$ cat config.mk
export PLATFORM = sky130hd
export DESIGN_NAME = spi_mem_front
export DESIGN_NICKNAME = d
export VERILOG_FILES = /design/src/rtl/spi_front_pkg.sv /design/src/rtl/spi_link_cond.sv /design/src/rtl/spi_cmd_engine.sv /design/src/rtl/spi_mem_front.sv
export SDC_FILE = /design/constraint.sdc
export NUM_CORES = 1
export LEC_CHECK = 0
export ABC_AREA = 0
export CAP_MARGIN = 5
export CORE_ASPECT_RATIO = 1.4
export CORE_UTILIZATION = 35
export CTS_BUF_LIST = sky130_fd_sc_hd__clkbuf_8
export DETAILED_ROUTE_END_ITERATION = 10
export SETUP_SLACK_MARGIN = 0.05
export SKIP_LAST_GASP = 1
export SLEW_MARGIN = 20
export SYNTH_ARGS = -nofsm -noshare
export SYNTH_HDL_FRONTEND = slang
export SYNTH_SLANG_ARGS = --single-unit
$ cat constraint.sdc
create_clock -name clk -period 3.13 [get_ports clk]
set_input_delay 0.313 -clock clk [delete_from_list [all_inputs] [get_ports clk]]
set_output_delay 0.313 -clock clk [all_outputs]
set_load 0.005 [all_outputs]
$ cat src/rtl/spi_front_pkg.sv
package spi_front_pkg;

  typedef enum logic [2:0] {
    PH_OP, PH_ADDR, PH_DIN, PH_DOUT, PH_SIN, PH_SOUT, PH_PARK
  } phase_t;

  localparam logic [7:0] OPC_WEN_SET   = 8'h06;
  localparam logic [7:0] OPC_WEN_CLR   = 8'h04;
  localparam logic [7:0] OPC_STAT_RD   = 8'h05;
  localparam logic [7:0] OPC_STAT_WR   = 8'h01;
  localparam logic [7:0] OPC_ARR_RD    = 8'h03;
  localparam logic [7:0] OPC_ARR_RD_S  = 8'h13;
  localparam logic [7:0] OPC_ARR_WR    = 8'h02;
  localparam logic [7:0] OPC_ARR_WR_S  = 8'h12;
  localparam logic [7:0] OPC_NV_SAVE   = 8'h08;
  localparam logic [7:0] OPC_NV_LOAD   = 8'h09;
  localparam logic [7:0] OPC_SN_WR     = 8'hC2;
  localparam logic [7:0] OPC_SN_RD     = 8'hC3;
  localparam logic [7:0] OPC_SLEEP     = 8'hB9;

  // Protect field against the two top address bits.
  function automatic logic blk_locked(input logic [1:0] bp, input logic [1:0] top2);
    case (bp)
      2'b00:   return 1'b0;
      2'b01:   return top2 == 2'b11;
      2'b10:   return top2[1];
      default: return 1'b1;
    endcase
  endfunction

  function automatic logic [7:0] status_pack(input logic wpen, input logic swm,
                                             input logic [1:0] bp, input logic wen,
                                             input logic busy);
    return {wpen, 2'b00, swm, bp, wen, busy};
  endfunction

endpackage

$ cat src/rtl/spi_link_cond.sv
module spi_link_cond (
  input  logic clk,
  input  logic rst_n,
  input  logic cs_n,
  input  logic sck,
  input  logic hold_n,
  output logic sess,
  output logic hold_act,
  output logic sck_rise,
  output logic sck_fall,
  output logic cs_rise
);
  logic cs_q, sck_q;
  logic cs_fall;

  // cs_q resets low so a select already low at reset is not a fall.
  assign cs_fall  = cs_q & ~cs_n;
  assign cs_rise  = cs_n & ~cs_q;
  assign sck_rise = sess & ~cs_n & ~hold_act & sck & ~sck_q;
  assign sck_fall = sess & ~cs_n & ~hold_act & ~sck & sck_q;

  always_ff @(posedge clk or negedge rst_n) begin
    if (!rst_n) begin
      cs_q     <= 1'b0;
      sck_q    <= 1'b0;
      sess     <= 1'b0;
      hold_act <= 1'b0;
    end else begin
      cs_q  <= cs_n;
      sck_q <= sck;
      if (cs_n)         sess <= 1'b0;
      else if (cs_fall) sess <= 1'b1;
      if (cs_n || !sess) hold_act <= 1'b0;
      else if (!sck)     hold_act <= ~hold_n;
    end
  end
endmodule

$ cat src/rtl/spi_cmd_engine.sv
module spi_cmd_engine
  import spi_front_pkg::*;
#(
  parameter int AW = 16
) (
  input  logic          clk,
  input  logic          rst_n,
  input  logic          sess,
  input  logic          hold_act,
  input  logic          cs_rise,
  input  logic          sck_rise,
  input  logic          sck_fall,
  input  logic          mosi,
  input  logic          busy_in,
  input  logic          swm_in,
  input  logic [7:0]    mem_rdata,
  output logic          miso_bit,
  output logic          out_en,
  output logic [AW-1:0] mem_addr,
  output logic          mem_rd,
  output logic          mem_wr,
  output logic [7:0]    mem_wdata,
  output logic          mem_sn,
  output logic          req_store,
  output logic          req_recall,
  output logic          req_sleep,
  output logic          wen
);
  localparam int ABYTES = AW / 8;
  localparam int ABW    = (ABYTES > 1) ? $clog2(ABYTES) : 1;
  localparam logic [ABW-1:0] ALAST = ABW'(ABYTES - 1);

  phase_t          phase;
  logic [2:0]      bitcnt;
  logic [6:0]      rx;
  logic [ABW-1:0]  abc;
  logic            wpen, wcmd, is_rd, rd_q, step;
  logic [1:0]      bp;
  logic [7:0]      tx, rbuf, status;
  logic [7:0]      byte_in;

  assign byte_in  = {rx, mosi};
  assign status   = status_pack(wpen, swm_in, bp, wen, busy_in);
  assign miso_bit = tx[7];
  assign out_en   = sess & ~hold_act & (phase == PH_DOUT || phase == PH_SOUT);

  always_ff @(posedge clk or negedge rst_n) begin
    if (!rst_n) begin
      phase <= PH_OP;  bitcnt <= '0;  rx <= '0;  abc <= '0;
      mem_addr <= '0;  wen <= 1'b0;  wpen <= 1'b0;  bp <= '0;
      wcmd <= 1'b0;  is_rd <= 1'b0;  tx <= '0;  rbuf <= '0;
      rd_q <= 1'b0;  step <= 1'b0;  mem_rd <= 1'b0;  mem_wr <= 1'b0;
      mem_wdata <= '0;  mem_sn <= 1'b0;
      req_store <= 1'b0;  req_recall <= 1'b0;  req_sleep <= 1'b0;
    end else begin
      mem_rd <= 1'b0;  mem_wr <= 1'b0;  step <= 1'b0;
      req_store <= 1'b0;  req_recall <= 1'b0;  req_sleep <= 1'b0;
      rd_q <= mem_rd;
      if (rd_q) rbuf <= mem_rdata;
      if (step) begin
        mem_addr <= mem_addr + 1'b1;
        if (is_rd) mem_rd <= 1'b1;          // prefetch the next byte
      end
      if (cs_rise && wcmd) wen <= 1'b0;
      if (!sess) begin
        phase <= PH_OP;  bitcnt <= '0;  abc <= '0;  wcmd <= 1'b0;  mem_sn <= 1'b0;
      end else begin
        if (sck_rise) begin
          rx     <= byte_in[6:0];
          bitcnt <= bitcnt + 1'b1;
          if (bitcnt == 3'd7) begin
            case (phase)
              PH_OP: begin
                phase <= PH_PARK;
                case (byte_in)
                  OPC_WEN_SET: wen <= 1'b1;
                  OPC_WEN_CLR: wen <= 1'b0;
                  OPC_STAT_RD: phase <= PH_SOUT;
                  OPC_STAT_WR: if (wen) begin phase <= PH_SIN; wcmd <= 1'b1; end
                  OPC_ARR_RD, OPC_ARR_RD_S: begin
                    is_rd <= 1'b1;  abc <= '0;  phase <= PH_ADDR;
                  end
                  OPC_ARR_WR, OPC_ARR_WR_S: if (wen) begin
                    is_rd <= 1'b0;  abc <= '0;  phase <= PH_ADDR;  wcmd <= 1'b1;
                  end
                  OPC_SN_WR: if (wen) begin
                    is_rd <= 1'b0;  mem_sn <= 1'b1;  mem_addr <= '0;
                    phase <= PH_DIN;  wcmd <= 1'b1;
                  end
                  OPC_SN_RD: begin
                    is_rd <= 1'b1;  mem_sn <= 1'b1;  mem_addr <= '0;
                    mem_rd <= 1'b1;  phase <= PH_DOUT;
                  end
                  OPC_NV_SAVE: req_store  <= 1'b1;
                  OPC_NV_LOAD: req_recall <= 1'b1;
                  OPC_SLEEP:   req_sleep  <= 1'b1;
                  default: ;                       // unknown: parked until reselect
                endcase
              end
              PH_ADDR: begin
                mem_addr <= AW'({mem_addr, byte_in});
                if (abc == ALAST) begin
                  phase  <= is_rd ? PH_DOUT : PH_DIN;
                  mem_rd <= is_rd;
                end else begin
                  abc <= abc + 1'b1;
                end
              end
              PH_DIN: begin
                mem_wdata <= byte_in;
                mem_wr    <= mem_sn || !blk_locked(bp, mem_addr[AW-1 -: 2]);
                step      <= 1'b1;
              end
              PH_SIN: begin
                wpen  <= byte_in[7];
                bp    <= byte_in[3:2];
                phase <= PH_PARK;
              end
              default: ;
            endcase
          end
        end
        if (sck_fall) begin
          if (bitcnt == 3'd0 && phase == PH_DOUT) begin
            tx   <= rbuf;
            step <= 1'b1;
          end else if (bitcnt == 3'd0 && phase == PH_SOUT) begin
            tx <= status;
          end else begin
            tx <= {tx[6:0], 1'b0};
          end
        end
      end
    end
  end
endmodule

$ cat src/rtl/spi_mem_front.sv
module spi_mem_front #(
  parameter int AW = 16
) (
  input  logic          clk,
  input  logic          rst_n,
  input  logic          spi_cs_n,
  input  logic          spi_sck,
  input  logic          spi_mosi,
  input  logic          spi_hold_n,
  output logic          spi_miso,
  output logic          spi_miso_oe,
  input  logic          nv_busy,
  input  logic          sec_fail,
  output logic [AW-1:0] mem_addr,
  output logic          mem_rd,
  input  logic [7:0]    mem_rdata,
  output logic          mem_wr,
  output logic [7:0]    mem_wdata,
  output logic          mem_sn,
  output logic          req_store,
  output logic          req_recall,
  output logic          req_sleep
);
  logic sess, hold_act, sck_rise, sck_fall, cs_rise;
  logic miso_bit, out_en, wen;

  spi_link_cond u_link (
    .clk(clk), .rst_n(rst_n), .cs_n(spi_cs_n), .sck(spi_sck), .hold_n(spi_hold_n),
    .sess(sess), .hold_act(hold_act), .sck_rise(sck_rise), .sck_fall(sck_fall),
    .cs_rise(cs_rise)
  );

  spi_cmd_engine #(.AW(AW)) u_eng (
    .clk(clk), .rst_n(rst_n), .sess(sess), .hold_act(hold_act), .cs_rise(cs_rise),
    .sck_rise(sck_rise), .sck_fall(sck_fall), .mosi(spi_mosi),
    .busy_in(nv_busy), .swm_in(sec_fail), .mem_rdata(mem_rdata),
    .miso_bit(miso_bit), .out_en(out_en), .mem_addr(mem_addr), .mem_rd(mem_rd),
    .mem_wr(mem_wr), .mem_wdata(mem_wdata), .mem_sn(mem_sn),
    .req_store(req_store), .req_recall(req_recall), .req_sleep(req_sleep), .wen(wen)
  );

  assign spi_miso_oe = out_en & ~spi_cs_n;
  assign spi_miso    = miso_bit & spi_miso_oe;
endmodule

==> metrics <==
Async SR Flop Fraction=100.0%; initial antenna violation count=0; Hold Path Origin=u_eng.mem_rd; maxcap violations=0; DIE AREA=between 10000 and 15000 um^2; routed wire length per instance=15.54 um; largest net degree at the start of global routing=26; slew margin rel.=between 50% and 60%; setup TNS=0 ps; Area growth syn-to-layout=24.21%; Util after Layout=45.17%; CTS buffer count=9; Detailed Route Iter0 Violations=between 150 and 200; R2R setup slack=990 ps; total grt overflow=0; filler cell count=roughly 940; width of the die=86.26 um; post-route ant nets=0; I/O pin cnt=48; clock latency at the later pin of the worst-skew pair=approximately 360 ps; synth top area cells=dfrtp_1 52%, mux2_2 8.4%, nand2_1 3.7%, o21ai_0 3.5%, mux2i_1 2.0%; Final Hold Violating Endpoints=0; cell area after layout=4320 um^2; Pleak=~1.8 nW; TritonCTS clock tree=built; Reg area=between 1500 and 2000 um^2; DPL Wire Length=approximately 5600 um; Post-Synthesis Cell Area=3478 um^2; diode count=0; number of unique standard cell types used by synthesis=55; dpl cell area=4068 um^2; Reg2Reg Launch Point=u_link.sess; Die H=120.0 um; first-pass GRT wire length=between 10000 and 15000 um; Root Driver=clkbuf_8; top_reg_cell synth=dfrtp_1; hold path depth=0; starting density of the core=36.37%; Yosys top cell area share=51.80%; RSZ-0062 raised after global routing=no; # setup viols final=0; Period Utilization, post-route=between 80% and 90%; Hold WS=about 400 ps; Worst setup SP type=flip-flop; DR vias=2571; worst slew pin tran=about 660 ps; number of synthesized flops with an enable pin=0; vias in the first global route=roughly 2600; number of port buffers=47; max-slew violation count=0; Detailed Routing Iterations Pass 1=4; WS Path Type=flip-flop to output pin; syn avg cell area=between 10 and 15 um^2; final RePlAce weighted congestion=0.8063; leading area contributor after synthesis=dfrtp_1; layout cell share with drive strength beyond 1=about 16%; Crit. End Element=output pin; Multi-input gate area=between 1500 and 2000 um^2; outcome=finished, final reports clean; r2r worst-path depth=4; Seq/Total Area, Yosys=roughly half; CTS sink cnt=a little over 70; Hold Path Class=flip-flop to flip-flop; Clk pin slew, worst setup/hold paths=80 ps; post-route minimum period=around 2700 ps; Req. time, crit path=between 2000 and 3000 ps; r2r endpoint=u_eng.tx[7]; Worst Path Max Fanout=15; Synthesis Warnings=0; Worst VDD drop=roughly 0.00026 V; vias per cell=between 5 and 6; critical path arrival=2410 ps; row count=42; Remaining DRCs=0; Fmax=~0.37 GHz; Core ar.=approximately 9600 um^2; PwrDens=~470 nW/um^2; post-cts resize count=0; Final nets=between 300 and 400; syn_nets=roughly 340; Seq cells post-synth=just over 70; maximum clock path buffer count=2; post-CTS setup buffer count=0; post-synthesis cell count=about 320; Total Power=between 2 and 2.5 mW; CTS H-Tree Depth=3; wirelength, routed=approximately 7800 um; WHS Endpoint=u_eng.rd_q; overall routing resource usage=roughly 17%; final setup skew=between 8 and 9 ps
metrics by stage:
stage / std cells / worst slack, ps
2_1_floorplan: 319 / 1390
3_3_place_gp: 488 / 540.5
3_5_place_dp: 488 / 503.5
4_1_cts: 504 / 379.8
5_1_grt: 504 / 290.0
6_report: 504 / 409.2
worst max path at each step:
stage | from | endpoint | slack (ps) | cells past startpoint
2_1_floorplan | u_eng.bitcnt[0] | u_eng.mem_wdata[0] | 1390 | 7
3_3_place_gp | spi_cs_n | spi_miso | 540 | 5
3_5_place_dp | spi_cs_n | spi_miso | 500 | 5
4_1_cts | u_link.sess | spi_miso | 380 | 4
5_1_grt | u_link.sess | spi_miso | 290 | 4
6_report | u_link.sess | spi_miso | 410 | 4
registers in the layout, indices dropped and copies added (netlist names), 2 cells and up:
signal	count
u_eng.bitcnt	3
u_eng.bp	2
u_eng.mem_addr	16
u_eng.mem_wdata	8
u_eng.phase	3
u_eng.rbuf	8
u_eng.rx	7
u_eng.tx	8
cells in the mapped netlist, types with 3 or more instances:
cell type and number:
xnor2_1 7, mux2i_1 7, a21oi_1 6, inv_1 8
nand2_1 34, buf_2 5, clkbuf_1 5, o21ai_0 24
a211oi_1 6, nand2b_1 4, a21o_1 5, dfrtp_1 72
ha_1 4, mux2_2 26, nand3_1 14, nand4_1 7
xor2_1 8, o22ai_1 4, nor3_1 7, nor2_1 16
nand3b_1 3, nor4_1 4
cells by family after synthesis:
logic type               share of synthesized area, %
multiplexers                                    10.43
AND/OR/NAND/NOR                                 18.88
XOR/XNOR                                        3.777
adder cells (fa/ha/maj)                         1.439
AO/OA/AOI/OAI                                   10.97
buffers and inverters                           2.698
flip-flops                                      51.80
cells in the final DEF, fill, tap and decap left out, types with 3 or more instances in the layout:
| master | count |
|---|---|
| a211oi_1 | 6 |
| a21o_1 | 5 |
| a21oi_1 | 6 |
| buf_4 | 3 |
| bufinv_16 | 3 |
| clkbuf_8 | 10 |
| clkdlybuf4s50_1 | 46 |
| dfrtp_1 | 72 |
| ha_1 | 4 |
| inv_1 | 8 |
| mux2_2 | 26 |
| mux2i_1 | 7 |
| nand2_1 | 34 |
| nand2b_1 | 4 |
| nand3_1 | 14 |
| nand3b_1 | 3 |
| nand4_1 | 7 |
| nor2_1 | 16 |
| nor3_1 | 7 |
| nor4_1 | 4 |
| o21ai_0 | 24 |
| o22ai_1 | 4 |
| xnor2_1 | 7 |
| xor2_1 | 8 |
metal layers:
layer | vias to the layer above | routed length (um) | global-route usage (%) | part of all wire (%)
met1 | 1272 | 3320 | 21.00 | 42
met2 | 46 | 4081 | 27.48 | 52
met5 | - | 0 | 0 | 0
li1 | 1242 | - | - | -
met3 | 11 | 268 | 3.783 | 3.4
met4 | 0 | 159 | 7.187 | 2.0
final cells by class:
| class | count | area share, % |
|---|---|---|
| flip-flops and latches | 72 | 41.70 |
| inverters | 8 | 0.6950 |
| repair buffers | 51 | 11.53 |
| clock inverters | 5 | 2.433 |
| multi-input cells | 226 | 36.63 |
| clock buffers | 10 | 3.186 |
| well taps | 132 | 3.823 |
critical path, stage by stage, from the launching register on:
cell and delay (ps):
dfrtp_1 640, or3b_1 460, a211oi_1 280, and2_1 180, clkdlybuf4s50_1 490
repair_timing:
action / in CTS / in global routing
setup endpoints to repair: 0 / 0
hold endpoints to repair: 23 / 0
hold buffers: 1 / 0
where the power goes:
part	total, mW	switching, mW	internal [mW]	leakage, nW
sequential	0.995	0.0491	0.946	0.902
clock	0.910	0.363	0.546	0.115
combinational	0.135	0.0696	0.0654	0.813
Note: power is estimated with default switching activity, not from simulation.
